File: config.mk
export PLATFORM = sky130hd
export DESIGN_NAME = dgt_slot_tracker
export DESIGN_NICKNAME = d
export VERILOG_FILES = /design/src/rtl/dgt_pkg.sv /design/src/rtl/dgt_cost_decode.sv /design/src/rtl/dgt_roster.sv /design/src/rtl/dgt_slot_tracker.sv
export SDC_FILE = /design/constraint.sdc
export NUM_CORES = 1
export LEC_CHECK = 0
export ABC_AREA = 0
export BUFFER_PORTS_ARGS = -buffer_cell sky130_fd_sc_hd__buf_4
export CELL_PAD_IN_SITES_DETAIL_PLACEMENT = 1
export CELL_PAD_IN_SITES_GLOBAL_PLACEMENT = 2
export CORE_ASPECT_RATIO = 1.2
export CORE_MARGIN = 4
export CORE_UTILIZATION = 30
export DETAILED_ROUTE_END_ITERATION = 12
export MAX_ROUTING_LAYER = met4
export PLACE_DENSITY_LB_ADDON = 0.1
export SLEW_MARGIN = 20
export SYNTH_ARGS = -nofsm -noshare
export SYNTH_HDL_FRONTEND = slang
export SYNTH_HIERARCHICAL = 1
export SYNTH_SLANG_ARGS = --single-unit
File: constraint.sdc
create_clock -name clk -period 2.68 [get_ports clk]
set_input_delay 0.134 -clock clk [delete_from_list [all_inputs] [get_ports clk]]
set_output_delay 0.134 -clock clk [all_outputs]
set_load 0.03 [all_outputs]
File: src/rtl/dgt_pkg.sv
package dgt_pkg;
  localparam int unsigned CLASS_W    = 2;
  localparam int unsigned SLOT_W     = 3;
  localparam int unsigned BR_W       = 2;
  localparam int unsigned GROUP_FULL = 5;
  localparam int unsigned GROUP_CEIL = 6;

  typedef enum logic [CLASS_W-1:0] {
    CLS_PLAIN  = 2'd0,
    CLS_DOUBLE = 2'd1,
    CLS_QUAD   = 2'd2,
    CLS_LEAD   = 2'd3
  } dgt_class_e;

  // slots charged for one instruction
  function automatic logic [SLOT_W-1:0] slot_cost(input logic [CLASS_W-1:0] cls,
                                                  input logic rec);
    logic [SLOT_W-1:0] c;
    unique case (dgt_class_e'(cls))
      CLS_DOUBLE: c = SLOT_W'(2);
      CLS_QUAD:   c = SLOT_W'(4);
      default:    c = SLOT_W'(1);
    endcase
    if (c == SLOT_W'(1) && rec) c = SLOT_W'(2);
    return c;
  endfunction

  function automatic logic must_lead(input logic [CLASS_W-1:0] cls, input logic rec);
    return (slot_cost(cls, rec) > SLOT_W'(1)) || (dgt_class_e'(cls) == CLS_LEAD);
  endfunction

  // padding no-ops for a hazard
  function automatic logic [SLOT_W-1:0] pad_count(input logic hz, input logic term,
                                                  input logic [SLOT_W-1:0] slots);
    if (!hz || slots >= SLOT_W'(GROUP_CEIL)) return '0;
    if (term) return SLOT_W'(1);
    return SLOT_W'(GROUP_FULL) - slots;
  endfunction
endpackage

File: src/rtl/dgt_cost_decode.sv
module dgt_cost_decode
  import dgt_pkg::*;
(
  input  logic [CLASS_W-1:0] cls,
  input  logic               rec,
  output logic [SLOT_W-1:0]  cost,
  output logic               lead
);
  assign cost = slot_cost(cls, rec);
  assign lead = must_lead(cls, rec);
endmodule

File: src/rtl/dgt_roster.sv
module dgt_roster #(
  parameter int unsigned TAG_W = 4,
  parameter int unsigned DEPTH = 6
) (
  input  logic             clk,
  input  logic             rst,
  input  logic             clear,
  input  logic             push,
  input  logic             push_real,
  input  logic [TAG_W-1:0] push_tag,
  input  logic [TAG_W-1:0] query_tag,
  output logic             query_hit
);
  localparam int unsigned CNT_W = $clog2(DEPTH + 1);
  localparam int unsigned IDX_W = (DEPTH > 1) ? $clog2(DEPTH) : 1;

  logic [CNT_W-1:0] count;
  logic [CNT_W-1:0] base;
  logic [DEPTH-1:0] valid;
  logic [TAG_W-1:0] tags [DEPTH];
  logic [DEPTH-1:0] hit_vec;
  logic             room;
  logic [IDX_W-1:0] widx;

  assign base = clear ? '0 : count;
  assign room = base < CNT_W'(DEPTH);
  assign widx = IDX_W'(base);

  always_ff @(posedge clk) begin
    if (rst) begin
      count <= '0;
      valid <= '0;
    end else begin
      if (clear) valid <= '0;
      if (push && room) begin
        tags[widx]  <= push_tag;
        valid[widx] <= push_real;
        count       <= base + CNT_W'(1);
      end else begin
        count <= base;
      end
    end
  end

  generate
    for (genvar i = 0; i < DEPTH; i++) begin : g_cmp
      assign hit_vec[i] = valid[i] && (tags[i] == query_tag);
    end
  endgenerate

  assign query_hit = |hit_vec;
endmodule

File: src/rtl/dgt_slot_tracker.sv
module dgt_slot_tracker
  import dgt_pkg::*;
#(
  parameter int unsigned TAG_W = 4,
  parameter int unsigned DEPTH = GROUP_CEIL
) (
  input  logic               clk,
  input  logic               rst,
  input  logic               issue_valid,
  input  logic [CLASS_W-1:0] issue_class,
  input  logic               issue_branch,
  input  logic               issue_record,
  input  logic [TAG_W-1:0]   issue_tag,
  input  logic               nop_valid,
  input  logic               term_nop_mode,
  input  logic               hazard_flag,
  input  logic [CLASS_W-1:0] cand_class,
  input  logic               cand_record,
  input  logic [TAG_W-1:0]   query_tag,
  output logic [SLOT_W-1:0]  slot_count,
  output logic [BR_W-1:0]    branch_count,
  output logic [SLOT_W-1:0]  pad_nops,
  output logic               prefer_other,
  output logic               query_hit
);
  logic [SLOT_W-1:0] issue_cost, cand_cost;
  logic              issue_lead, cand_lead;

  dgt_cost_decode u_issue_dec (.cls(issue_class), .rec(issue_record),
                               .cost(issue_cost), .lead(issue_lead));
  dgt_cost_decode u_cand_dec  (.cls(cand_class),  .rec(cand_record),
                               .cost(cand_cost),  .lead(cand_lead));

  // named group events
  logic ov_close, lead_restart, issue_join, nop_evt, nop_close, nop_fill, group_clear;

  assign ov_close     = issue_valid && ((slot_count >= SLOT_W'(GROUP_FULL)) ||
                                        (issue_branch && branch_count == BR_W'(1)));
  assign issue_join   = issue_valid && !ov_close;
  assign lead_restart = issue_join && issue_lead && (slot_count != '0);
  assign nop_evt      = nop_valid && !issue_valid;
  assign nop_close    = nop_evt && (term_nop_mode || slot_count == SLOT_W'(GROUP_CEIL));
  assign nop_fill     = nop_evt && !nop_close;
  assign group_clear  = ov_close || lead_restart || nop_close;

  logic [SLOT_W-1:0] slot_next;
  logic [BR_W-1:0]   br_next;

  always_comb begin
    slot_next = slot_count;
    br_next   = branch_count;
    if (ov_close || nop_close) begin
      slot_next = '0;
      br_next   = '0;
    end else if (issue_join) begin
      slot_next = (lead_restart ? '0 : slot_count) + issue_cost;
      br_next   = (lead_restart ? '0 : branch_count) + BR_W'(issue_branch);
    end else if (nop_fill) begin
      slot_next = slot_count + SLOT_W'(1);
    end
  end

  always_ff @(posedge clk) begin
    if (rst) begin
      slot_count   <= '0;
      branch_count <= '0;
    end else begin
      slot_count   <= slot_next;
      branch_count <= br_next;
    end
  end

  dgt_roster #(.TAG_W(TAG_W), .DEPTH(DEPTH)) u_roster (
    .clk       (clk),
    .rst       (rst),
    .clear     (group_clear),
    .push      (issue_join || nop_fill),
    .push_real (issue_join),
    .push_tag  (issue_tag),
    .query_tag (query_tag),
    .query_hit (query_hit)
  );

  assign pad_nops     = pad_count(hazard_flag, term_nop_mode, slot_count);
  assign prefer_other = cand_lead && (slot_count != '0);

  logic unused_cost;
  assign unused_cost = ^cand_cost;
endmodule

Word-level counts from Yosys, hierarchy flattened. Memory sizes are Yosys's and may differ from the RTL's. Cells that the tools add are included.

Bits in registers: 14. RAM bits: 24. Bits of input ports: 21. Output and inout bits: 10. Word-level logic and storage cells: 95. Memories: 1.

Memory list: u_roster.tags (words 6, width 4, read ports 6, clocked after memory_dff 0, write ports 1, RTL line dgt_roster.sv:20) `logic [TAG_W-1:0] tags [DEPTH];`.

Add/subtract/negate cells: 5. Magnitude comparators: 7. Equality and inequality tests: 16. Muxes and demuxes: 26. Reductions and logical operators: 36.

Operators with widths (count): 3-bit 2-to-1 mux (11); 4-bit equality test (6); 1-bit logical AND (19); 6-bit 2-to-1 mux (3); 3-bit case mux with 2 select lines (2); 1-bit logical OR (9); 2-bit equality test, second input constant (4); 1-bit 2-to-1 mux (7); 3-bit by 1-bit adder with 3-bit output, second input constant (2); 6-bit bitwise mux (1); 2-bit by 1-bit equality test with 1-bit output, second input constant (3); 3-bit by 1-bit equality test with 1-bit output, second input constant (2); 3-bit >= comparator, second input constant (2); 3-bit by 1-bit greater-than comparator with 1-bit output, second input constant (2); 6-bit OR reduction (1); 1-bit logical NOT (4); 3-bit by 4-bit less-than comparator with 1-bit output, second input constant (1); 3-bit adder (1); 1-bit demux with 3-bit select (1); 3-bit equality test, second input constant (1); 3-bit by 1-bit >= comparator with 1-bit output, second input constant (1); 3-bit less-than comparator, second input constant (1); 3-bit nonzero test (1); 3-bit subtractor, first input constant (1); 4 further kinds (4).

Longest topological paths before layout. Gate-level depths: netlist of the first run.

Depth after elaboration: 18. Mapped depth: 13. Mapped depth without buffers: 13.

Hierarchy. The synthesis of the first run kept the hierarchy.

By module, submodules not included: dgt_roster (instances 1, cells each 132, area an instance 1527.7 sq um, sequential area each 900.9 sq um); dgt_slot_tracker (instances 1, cells each 66, area an instance 545.5 sq um, sequential area each 100.1 sq um); dgt_cost_decode (instances 2, cells each 8, area an instance 71.3 sq um, sequential area each 0.0 sq um).

Worst setup path before layout of the first run. Ideal clock, no wire load.

Path kind: reg2reg. Start: register slot_count[1]. End: memory u_roster.tags[2][0] (enable). Library setup time: 0.361 ns. Arrival: 2.354 ns. Data required time: 2.319 ns. Setup slack: -0.036 ns. Stages on the path, launching flop included: 10. Path buffers: 1. Clock period less this slack: 2.716 ns. Path through: dfxtp_1 -> inv_1 -> ha_1 -> mux2i_1 -> o211ai_2 -> buf_4 -> o21a_1 -> nor2b_1 -> nand2_2 -> nor3_1.

Cells in the longest elaborated chain, start to end: 15. Elaborated cells on any way between the ends: 22. Classes of those cells: 2 x order compare; 1 x eq/ne; 4 x mux; 15 x reduce/logical.

Ends and longest elaborated chain: start: declaration (RTL line dgt_slot_tracker.sv:20) `output logic [SLOT_W-1:0] slot_count,`; start signal: assignment (RTL line dgt_slot_tracker.sv:68) `slot_count <= slot_next;`; 3-bit >= comparator (RTL line dgt_slot_tracker.sv:37) `assign ov_close = issue_valid && ((slot_count >= SLOT_W'(GROUP_FULL)) ||`; 1-bit logical OR (RTL line dgt_slot_tracker.sv:37); 1-bit logical AND (RTL line dgt_slot_tracker.sv:37); 1-bit logical NOT (RTL line dgt_slot_tracker.sv:39) `assign issue_join = issue_valid && !ov_close;`; 1-bit logical AND (RTL line dgt_slot_tracker.sv:39); 1-bit logical AND (2 in series) (RTL line dgt_slot_tracker.sv:40) `assign lead_restart = issue_join && issue_lead && (slot_count != '0);`; 1-bit logical OR (RTL line dgt_slot_tracker.sv:44) `assign group_clear = ov_close || lead_restart || nop_close;`; 1-bit logical OR * (RTL line dgt_slot_tracker.sv:44); net group_clear (RTL line dgt_slot_tracker.sv:35) `logic ov_close, lead_restart, issue_join, nop_evt, nop_close, nop_fill, group_clear;`; 3-bit 2-to-1 mux * (RTL line dgt_roster.sv:25) `assign base = clear ? '0 : count;`; 3-bit less-than comparator (RTL line dgt_roster.sv:26) `assign room = base < CNT_W'(DEPTH);`; 1-bit logical AND (RTL line dgt_roster.sv:35) `if (push && room) begin`; 1-bit 2-to-1 mux (RTL line dgt_roster.sv:35); 1-bit 2-to-1 mux (RTL line dgt_roster.sv:30) `if (rst) begin`; 1-bit 2-to-1 mux (not written as such) (RTL line dgt_roster.sv:36) `tags[widx] <= push_tag;`; end: declaration (RTL line dgt_roster.sv:20).

The timed path passes the listed nets; every way through them passes the cells marked *.

Worst setup path after layout of the first run.
Start: register slot_count[1]. End: memory u_roster.tags[1][3] (enable).

Cells in the longest elaborated chain, start to end: 15. Elaborated cells on any way between the ends: 22. Classes of those cells: 2 x order compare; 1 x eq/ne; 4 x mux; 15 x reduce/logical.

Ends and longest elaborated chain (RTL line): 3-bit >= comparator (dgt_slot_tracker.sv:37); 1-bit logical OR (dgt_slot_tracker.sv:37); 1-bit logical AND (dgt_slot_tracker.sv:37); 1-bit logical NOT (dgt_slot_tracker.sv:39); 1-bit logical AND (dgt_slot_tracker.sv:39); 1-bit logical AND (2 in series) (dgt_slot_tracker.sv:40); 1-bit logical OR (2 in series) (dgt_slot_tracker.sv:44); 3-bit 2-to-1 mux (dgt_roster.sv:25); 3-bit less-than comparator (dgt_roster.sv:26); 1-bit logical AND (dgt_roster.sv:35); 1-bit 2-to-1 mux (dgt_roster.sv:35); 1-bit 2-to-1 mux (dgt_roster.sv:30); 1-bit 2-to-1 mux (not written as such) (dgt_roster.sv:36).

Parallel ways exist; a longest one is shown, timed or not.

==> summary.txt, run 1 <==
STA
  – Final-report max-slew violation count: 0
  – Fin Hold WS: approximately 0.075 ns
  – PnR worst setup slack: between 0.2 and 0.3 ns
  – Final Hold Fails: 0
  – Setup Skew: 0.00875 ns
  – Slew HR: 0.668
  – Max Clk Rate: 0.420 GHz
  – Worst-Margin Slew: 0.497 ns
  – Final setup viols: 0
  – Final min period: 2.38 ns
  – Final worst path period share: 0.888
  – Setup_tns: 0 ns
  – RSZ-0062 raised after global routing: false

Global routing
  – Total gr overflow: 0
  – Tot GR Track Use: 0.134
  – Largest net degree at the start of global routing: 16
  – Vias in the first global route: about 1.7k
  – Initial antenna violation count: 0
  – First-pass GRT wire length: 8.78 mm

Worst setup path
  – Crit path DAT: roughly 2.4 ns
  – Worst path required time: 2.70 ns
  – CP startpoint: slot_count[1]
  – Crit path launch type: flip-flop
  – Crit Path Max Fanout: 6
  – Critical path start-end classification: reg -> reg
  – Worst r2r src: slot_count[1]
  – Crit. End Element: flip-flop

Finish
  – Multi-input logic area: 1110 sq um
  – Fillers: 786
  – Ant diodes: 0
  – Final net count: 287
  – Reg area: between 1000 and 1500 sq um
  – Fraction of layout cells with a size suffix above 1: 0.253
  – Area growth syn-to-layout: 24.3%
  – Post-layout util: 0.392
  – Layout Cells excl Fill: 340

Detailed routing
  – Vias: 1642
  – First-pass DRT Iterations: 6
  – DR iter-0 viols: 59
  – Routed vias/inst: 4.83
  – DRC: 0
  – Post-DRT Antenna Nets: 0
  – Mean routed wirelength per cell: between 15 and 20 um
  – Final WL: 5.33 mm

Yosys
  – Gate Count Post-Synth: around 210
  – Synth warn: 6
  – Synthesized area per cell: approximately 10 sq um
  – Syn nets: 247
  – Synthesized cell area: 2200 sq um

Clocking
  – Skew-Pair Late Insertion Delay: approximately 0.29 ns
  – CTS tree: built
  – Sink Count: 38
  – Clock Tree Buf Depth: 2
  – CTS root buf: clkbuf_8
  – Post-CTS setup buffer count: 0
  – Clock slew at reported path FFs: approximately 0.080 ns
  – Htree depth: 2
  – Num CTS Buffers: 5

Floorplan
  – Starting Density: 0.315
  – Core area: 6980 sq um
  – Chip width: 86.2 um
  – Die Area: 8780 sq um
  – Number of I/O pins: 31
  – Row cnt: 33
  – Die Y: 102 um

Status
  – Status: completed

Place
  – I/O Buffers: 30
  – Pre-CTS setup slack: around 0.17 ns
  – DP HPWL: 4.29 mm
  – Gpl congestion: 0.771
  – Placed cell count: 332

Run
  – Max cap viols: 0

Power
  – PD cells: 555 nW/um^2
  – VDD IR-drop max: 233 uV
  – Leakage power: 1.08 nW

Hold path
  – Hold path start: issue_tag[1]
  – Worst hold path type: in -> reg
-- critical path, stage by stage (launching register included) --
cell and delay, ns:
dfxtp_2 0.35, ha_1 0.24, nor2b_1 0.16, or4b_4 0.53
nand2_1 0.10, nor2b_2 0.29, nand3_1 0.16, nor2_1 0.13
buf_4 0.14
-- final cells by class --
class	count	share of cell area
multi-input combinational	151	0.408
sequential	38	0.366
timing repair buffer	43	0.118
tap	87	0.0398
clock buffer	5	0.0252
clock inverter	3	0.0252
inverter	13	0.0178
-- per-layer routing --
metal  GRT usage  share of wire  vias up
met1       0.147           0.40      783
met3      0.0202          0.030        4
met2       0.250           0.56       28
met4      0.0396         0.0090        0
met5           -              0        -
li1            -              -      827
-- layout by cell type (no fill, tap or decap), types with 4 or more instances in the layout --
| cell type | n |
|---|---|
| nor2_1 | 12 |
| nand2_1 | 12 |
| clkbuf_8 | 5 |
| xnor2_1 | 8 |
| xor2_1 | 19 |
| nand3_1 | 6 |
| dfxtp_1 | 13 |
| nand2b_1 | 4 |
| nor2b_1 | 7 |
| nand4_1 | 6 |
| buf_4 | 43 |
| a21oi_1 | 11 |
| ha_1 | 13 |
| edfxtp_1 | 24 |
| nand3b_1 | 6 |
| inv_1 | 13 |
| nor3_1 | 6 |
-- report_power, final --
group	leakage (nW)	internal [W]	switching [W]
combinational	0.684	0.000120	0.000156
clock	0.0683	0.000373	0.000212
sequential	0.331	0.000638	0.0000182
-- stage by stage --
stage	cell area, sq um	power [W]
after floorplan	2210	0.000836
after global placement	2590	0.000949
after detailed placement	2590	0.000951
after CTS	2730	0.00154
after global routing	2740	0.00160
final	2740	0.00152
-- timing repair --
action / 4_1_cts / 5_1_grt
setup endpoints to repair: 0 / 15
hold buffers: 0 / 0
resized for setup: 0 / 2
-- final timing paths --
path	to	slack [ns]	cells after the start
max reg2reg	u_roster/tags[1][3]	0.30	8
min	u_roster/tags[1][1]	0.07	1
min reg2reg	u_roster/valid[0]	0.49	2
max	u_roster/tags[1][3]	0.30	8
-- flip-flops by register name, indices dropped and copies added (netlist names) --
signal / count
u_roster/tags: 24
u_roster/valid: 6
slot_count: 3
u_roster/count: 3
branch_count: 2
No activity file was read; power rests on OpenSTA's default activity.
==> run 2: changes to the inputs <==
==> constraint.sdc (replaced) <==
create_clock -name clk -period 2.68 [get_ports clk]
set_input_delay 0.402 -clock clk [delete_from_list [all_inputs] [get_ports clk]]
set_output_delay 0.402 -clock clk [all_outputs]
set_load 0.03 [all_outputs]
==> run 2 against run 1 <==
Via count rose by 2.9%. Critical path depth is 6 higher. Sequential power is essentially flat. Count of clock-buffer cells in the layout unchanged. Worst hold slack better by 0.28 ns. Cell count is 2.4% higher. Clock skew decreased by 0.0053 ns. Power up 1.1%. Utilization grew 0.75 points. Clock power is essentially flat. Combinational power rose by 7%. Cell area is 1.9% higher.
==> summary.txt, run 2 (synthesis results as in run 1) <==
Finish
  – Area growth syn-to-layout: 26.7%
  – Fraction of layout cells with a size suffix above 1: 0.272 (+0.0191)
  – Commonest non-fill, non-tap cells in the layout: 51 x buf_4, 24 x edfxtp_1, 19 x xor2_1
  – Ant diodes: 0 (unchanged)
  – Biggest regs: u_roster/tags: 24 flops, u_roster/valid: 6 flops
  – Most common cell after layout, fill and taps aside: buf_4
  – Max reg flops: 24 (unchanged)
  – Final net count: 295 (+2.8%)
  – Layout Cells excl Fill: 348 (+2.4%)
  – Reg with most FFs: u_roster/tags

Clocking
  – CTS root buf: clkbuf_8
  – Hold Buf Count CTS: 0 (unchanged)
  – Skew-Pair Late Insertion Delay: 0.28 ns (about the same)
  – Num CTS Buffers: 5 (unchanged)
  – Clock slew at reported path FFs: 0.08 ns (about the same)
  – Sink Count: 38 (unchanged)
  – Htree depth: 2 (unchanged)
  – Clock Tree Buf Depth: 2 (unchanged)
  – CTS tree: built

Detailed routing
  – Metal-1 WL: 2.22 mm (+3.3%)
  – Final WL: 5.44 mm (+2.1%)
  – Post-DRT Antenna Nets: 0 (unchanged)
  – DRC: 0 (unchanged)
  – Max layer used: met4
  – Routed vias/inst: 4.85 (+0.50%)
  – Met3 wire length: 173 um (+8.8%)
  – DR iter-0 viols: 31 (-47%)
  – Vias: 1689 (+2.9%)
  – Mean routed wirelength per cell: 15.6 um (-0.26%)
  – Met2 Wirelength: 3.03 mm (+1.7%)
  – First-pass DRT Iterations: 4 (-2)

STA
  – Slew HR: 0.669 (+0.00121)
  – Setup Skew: 0.00341 ns (-0.00534 ns)
  – Worst-Margin Slew: 0.495 ns (-0.00180 ns)
  – Final setup viols: 0 (unchanged)
  – PnR worst setup slack: 0.186 ns (-0.113 ns)
  – Max Clk Rate: 0.401 GHz (-4.5%)
  – RSZ-0062 raised after global routing: false
  – Final-report max-slew violation count: 0 (unchanged)
  – Final Hold Fails: 0 (unchanged)
  – Final min period: 2.49 ns (+0.113 ns)
  – Final worst path period share: 0.931 (+0.0423)

Worst setup path
  – Crit Path Max Fanout: 3 (-3)
  – Most frequent CP cell: nor2_1
  – Crit path launch type: primary input
  – Max stage delay on crit path: 0.42 ns (-0.11 ns)
  – Worst path bufs/invs: 3 (+2)
  – Worst path required time: 2.87 ns (+0.17 ns)
  – Kind of cell adding the most delay to the critical path: adder cells
  – Critical path start-end classification: in -> reg
  – Cell-by-cell trace of the critical path: buf_4 -> inv_1 -> ha_1 -> a2111o_1 -> nand2_1 -> nor2_1 -> nor2_1 -> ha_1 -> inv_1 -> fa_1 -> xor2_1 -> xnor2_1 -> nor2_1 -> a211oi_1
  – Crit. End Element: flip-flop
  – Levels on crit path: 14 (+6)
  – CP max-delay cell: a2111o_1
  – R2R cell count: 13 (+5)
  – Crit path DAT: 2.69 ns (+0.29 ns)

Global routing
  – Vias in the first global route: 1793 (+4.1%)
  – Largest net degree at the start of global routing: 16 (unchanged)
  – Initial antenna violation count: 0 (unchanged)
  – First-pass GRT wire length: 8.85 mm (+0.79%)
  – Total gr overflow: 0 (unchanged)
  – Tot GR Track Use: 0.135 (+0.000174)

Power
  – Final Total Pwr: 0.00154 W (+1.1%)
  – VDD IR-drop max: 329 uV (+41%)
  – Leakage power: 1.12 nW (+3.2%)
  – PD cells: 551 nW/um^2 (-0.77%)

Place
  – Placed cell count: 338 (+1.8%)
  – I/O Buffers: 30 (unchanged)
  – DP HPWL: 4.27 mm (-0.42%)
  – Gpl congestion: 0.747 (-3.2%)
  – Pre-CTS setup slack: -0.156 ns (-0.326 ns)

Hold path
  – Worst hold stages: 1 (unchanged)
  – Worst hold path type: in -> reg

Floorplan
  – Core area: 6980 sq um (unchanged)
  – Number of I/O pins: 31 (unchanged)
  – Die Y: 102 um (unchanged)
  – Row cnt: 33 (unchanged)
  – Die Area: 8780 sq um (unchanged)
  – Starting Density: 0.315 (unchanged)
  – Chip width: 86.2 um (unchanged)

Status
  – Status: completed

Run
  – Max cap viols: 0 (unchanged)
-- run 2: what timing repair did --
item | 4_1_cts | 5_1_grt
resized for setup | 0 | 2
setup buffers | 0 | 2
setup endpoints to repair | 0 | 2
-- run 2: area by class of cell --
class,count,area (sq um)
fill,802,4190
inverter,13,48.8
timing repair buffer,51,383
clock buffer,5,68.8
sequential,38,1000
multi-input combinational,151,1110
clock inverter,3,63.8
tap,87,109
-- run 2: through the flow --
stage	hold slack, ns	setup TNS [ns]	util	instance area [sq um]
after floorplan	0.457	0	-	2210
after global placement	0.481	-0.236	0.378	2640
after detailed placement	0.487	-0.797	0.378	2640
after CTS	0.347	0	0.397	2770
after global routing	0.333	0	0.399	2790
final	0.351	0	0.399	2790
-- run 2: layer usage --
layer | global-route usage | vias to the layer above
met5 | - | -
met4 | 0.0312 | 0
met3 | 0.0226 | 2
met2 | 0.258 | 25
met1 | 0.143 | 824
li1 | - | 838
-- run 2: final timing paths --
kind	slack [ns]	end	start
min reg2reg	0.50	u_roster/valid[0]	u_roster/valid[0]
min	0.35	u_roster/tags[2][1]	issue_tag[1]
max reg2reg	0.25	slot_count[2]	slot_count[1]
max	0.19	slot_count[2]	issue_class[0]
-- run 2: report_power, final --
part,internal [W],total (W),switching (W)
clock,0.000369,0.000582,0.000213
combinational,0.000134,0.000295,0.000161
sequential,0.000639,0.000658,0.0000197
==> run 3: changes to the inputs <==
- ABC_AREA: 0 -> 1
==> run 3 against run 2 <==
Combinational power rose by 58%. Area after synthesis rose by 9.7%. Via count rose by 15%. Wire length rose by 2.3%. Flip-flop and latch count did not move. Sequential power rose by 4.6%. Cell count rose by 23%. Power rose by 12%. Setup slack improved by 0.16 ns. Worst hold slack got worse by 0.014 ns. Clock skew rose by 0.0067 ns. Largest power group unchanged.
==> summary.txt, run 3 <==
Status
  – Status: completed

Worst setup path
  – Worst path bufs/invs: 4 (+1)
  – Max stage delay on crit path: 0.45 ns (+0.03 ns)
  – CP max-delay cell: dfxtp_1
  – Reg-to-reg slack, setup: 0.35 ns (+0.10 ns)
  – Kind of cell adding the most delay to the critical path: adder cells
  – Crit path launch type: flip-flop
  – Crit Path Max Fanout: 5 (+2)
  – Crit path DAT: 2.53 ns (-0.16 ns)
  – Worst r2r src: slot_count[2]
  – Most frequent CP cell: nand2_1
  – Cell-by-cell trace of the critical path: ha_1 -> inv_1 -> nand2_2 -> nand2_4 -> nand4_1 -> inv_1 -> nor2_1 -> ha_1 -> inv_1 -> fa_1 -> inv_1 -> nand2_1 -> nand2_1 -> nand2_1 -> nand2_1 -> nand2_1 -> nand2_1 -> a21oi_2
  – Crit. End Element: flip-flop
  – Critical path start-end classification: reg -> reg
  – Worst path required time: 2.88 ns (about the same)
  – Crit Reg-Reg Endpoint: slot_count[2]
  – R2R cell count: 18 (+5)

Clocking
  – Htree depth: 2 (unchanged)
  – Num CTS Buffers: 5 (unchanged)
  – CTS root buf: clkbuf_8
  – Post-cts resize count: 0 (unchanged)
  – CTS tree: built
  – Clock Tree Buf Depth: 2 (unchanged)
  – Post-CTS setup buffer count: 0 (unchanged)
  – Sink Count: 38 (unchanged)
  – Skew-Pair Late Insertion Delay: 0.29 ns (about the same)
  – Hold Buf Count CTS: 0 (unchanged)
  – Clock slew at reported path FFs: 0.08 ns (about the same)

Finish
  – Commonest non-fill, non-tap cells in the layout: 72 x nand2_1, 46 x inv_1, 37 x nor2_1
  – Fraction of layout cells with a size suffix above 1: 0.232 (-0.0399)
  – Design Area, Final: 2870 sq um (+3.0%)
  – Biggest regs: u_roster/tags: 24 flops, u_roster/valid: 6 flops
  – Area growth syn-to-layout: 19.0%
  – Max reg flops: 24 (unchanged)
  – Most common cell after layout, fill and taps aside: nand2_1
  – Ant diodes: 0 (unchanged)
  – Reg with most FFs: u_roster/tags
  – Final net count: 370 (+25%)

Power
  – PD cells: 601 nW/um^2 (+9.2%)
  – VDD IR-drop max: 294 uV (-11%)
  – Leakage power: 1.34 nW (+20%)

Detailed routing
  – Post-DRT Antenna Nets: 0 (unchanged)
  – Vias: 1936 (+15%)
  – First-pass DRT Iterations: 2 (-2)
  – Final WL: 5.57 mm (+2.3%)
  – DR iter-0 viols: 63 (+100%)
  – Routed vias/inst: 4.52 (-6.8%)
  – DRC: 0 (unchanged)
  – Mean routed wirelength per cell: 13.0 um (-17%)

Global routing
  – Largest net degree at the start of global routing: 13 (-3)
  – Total gr overflow: 0 (unchanged)
  – First-pass GRT wire length: 9.84 mm (+11%)
  – Tot GR Track Use: 0.132 (-0.00259)
  – Initial antenna violation count: 0 (unchanged)
  – Vias in the first global route: 2077 (+16%)

Floorplan
  – Number of I/O pins: 31 (unchanged)
  – Core area: 7750 sq um (+11%)
  – Row cnt: 35 (+6.1%)
  – Starting Density: 0.311 (-0.00402)
  – Chip width: 89.9 um (+4.3%)
  – Die Area: 9550 sq um (+8.8%)
  – Die Y: 106 um (+4.4%)

STA
  – Final Hold Fails: 0 (unchanged)
  – Setup Skew: 0.0101 ns (+0.00669 ns)
  – Fin Hold WS: 0.337 ns (-0.0142 ns)
  – Final setup viols: 0 (unchanged)
  – Setup_tns: 0 ns (unchanged)
  – Final min period: 2.33 ns (-0.160 ns)
  – Final worst path period share: 0.871 (-0.0598)
  – Slew HR: 0.766 (+0.0968)
  – Worst-Margin Slew: 0.350 ns (-0.146 ns)
  – Final-report max-slew violation count: 0 (unchanged)
  – Max Clk Rate: 0.428 GHz (+6.9%)
  – RSZ-0062 raised after global routing: false

Run
  – Max cap viols: 0 (unchanged)

Hold path
  – Hold path start: issue_tag[1]
  – Worst hold path type: in -> reg
  – Hold Path End: u_roster/tags[4][1]
  – Worst hold stages: 1 (unchanged)

Place
  – DP HPWL: 4.74 mm (+11%)
  – I/O Buffers: 30 (unchanged)
  – Placed cell areas: 2740 sq um (+3.8%)
  – Gpl congestion: 0.824 (+10%)

Yosys
  – Syn nets: 334 (+35%)
  – Gate Count Post-Synth: 299 (+41%)
  – Synth warn: 6 (unchanged)
  – Synthesized area per cell: 8.07 sq um (-22%)
  – Synthesized cell area: 2410 sq um (+9.7%)
run 3: how the worst max path moves through the flow:
| stage | start | to | slack [ns] | depth (start not counted) |
|---|---|---|---|---|
| 5_1_grt | slot_count[2] | slot_count[2] | 0.002 | 18 |
| 6_report | slot_count[2] | slot_count[2] | 0.35 | 18 |
| 4_1_cts | slot_count[2] | slot_count[2] | 0.28 | 18 |
| 3_5_place_dp | issue_class[0] | slot_count[2] | 0.07 | 21 |
| 2_1_floorplan | slot_count[1] | slot_count[2] | 0.27 | 18 |
| 3_3_place_gp | issue_class[0] | slot_count[2] | 0.13 | 21 |
run 3: through the flow:
stage | setup slack (ns) | std cells | util | total power [W]
6_report | 0.346 | 428 | 0.370 | 0.00173
2_1_floorplan | 0.273 | 299 | - | 0.00103
3_3_place_gp | 0.133 | 420 | 0.353 | 0.00118
5_1_grt | 0.00205 | 428 | 0.370 | 0.00184
4_1_cts | 0.283 | 428 | 0.370 | 0.00176
3_5_place_dp | 0.0694 | 420 | 0.353 | 0.00118
run 3: power breakdown:
part	internal (W)	switching, W
combinational	0.000162	0.000304
clock	0.000368	0.000204
sequential	0.000657	0.0000312
total	0.00119	0.000540
run 3: layout make-up:
type | count | area (sq um)
fill | 953 | 4880
clock buffer | 5 | 68.8
clock inverter | 3 | 63.8
sequential | 38 | 1000
multi-input combinational | 202 | 1160
tap | 92 | 115
inverter | 55 | 213
timing repair buffer | 33 | 248
run 3: worst reg2reg max path, delay by kind of cell (launching register included):
kind,cells,cell delay [ns]
and+or+nand+nor,10,0.75
DFF,1,0.45
AOI/OAI and AO/OA,1,0.05
adders and majority gates,3,0.75
buffers and inverters,4,0.23
run 3: per-layer routing:
layer  GRT usage  wire length, um  vias up
met1       0.134             2140      894
met3      0.0212              121        8
met5           -                0        -
met4      0.0481              113        0
met2       0.254             3190       23
li1            -                -     1011
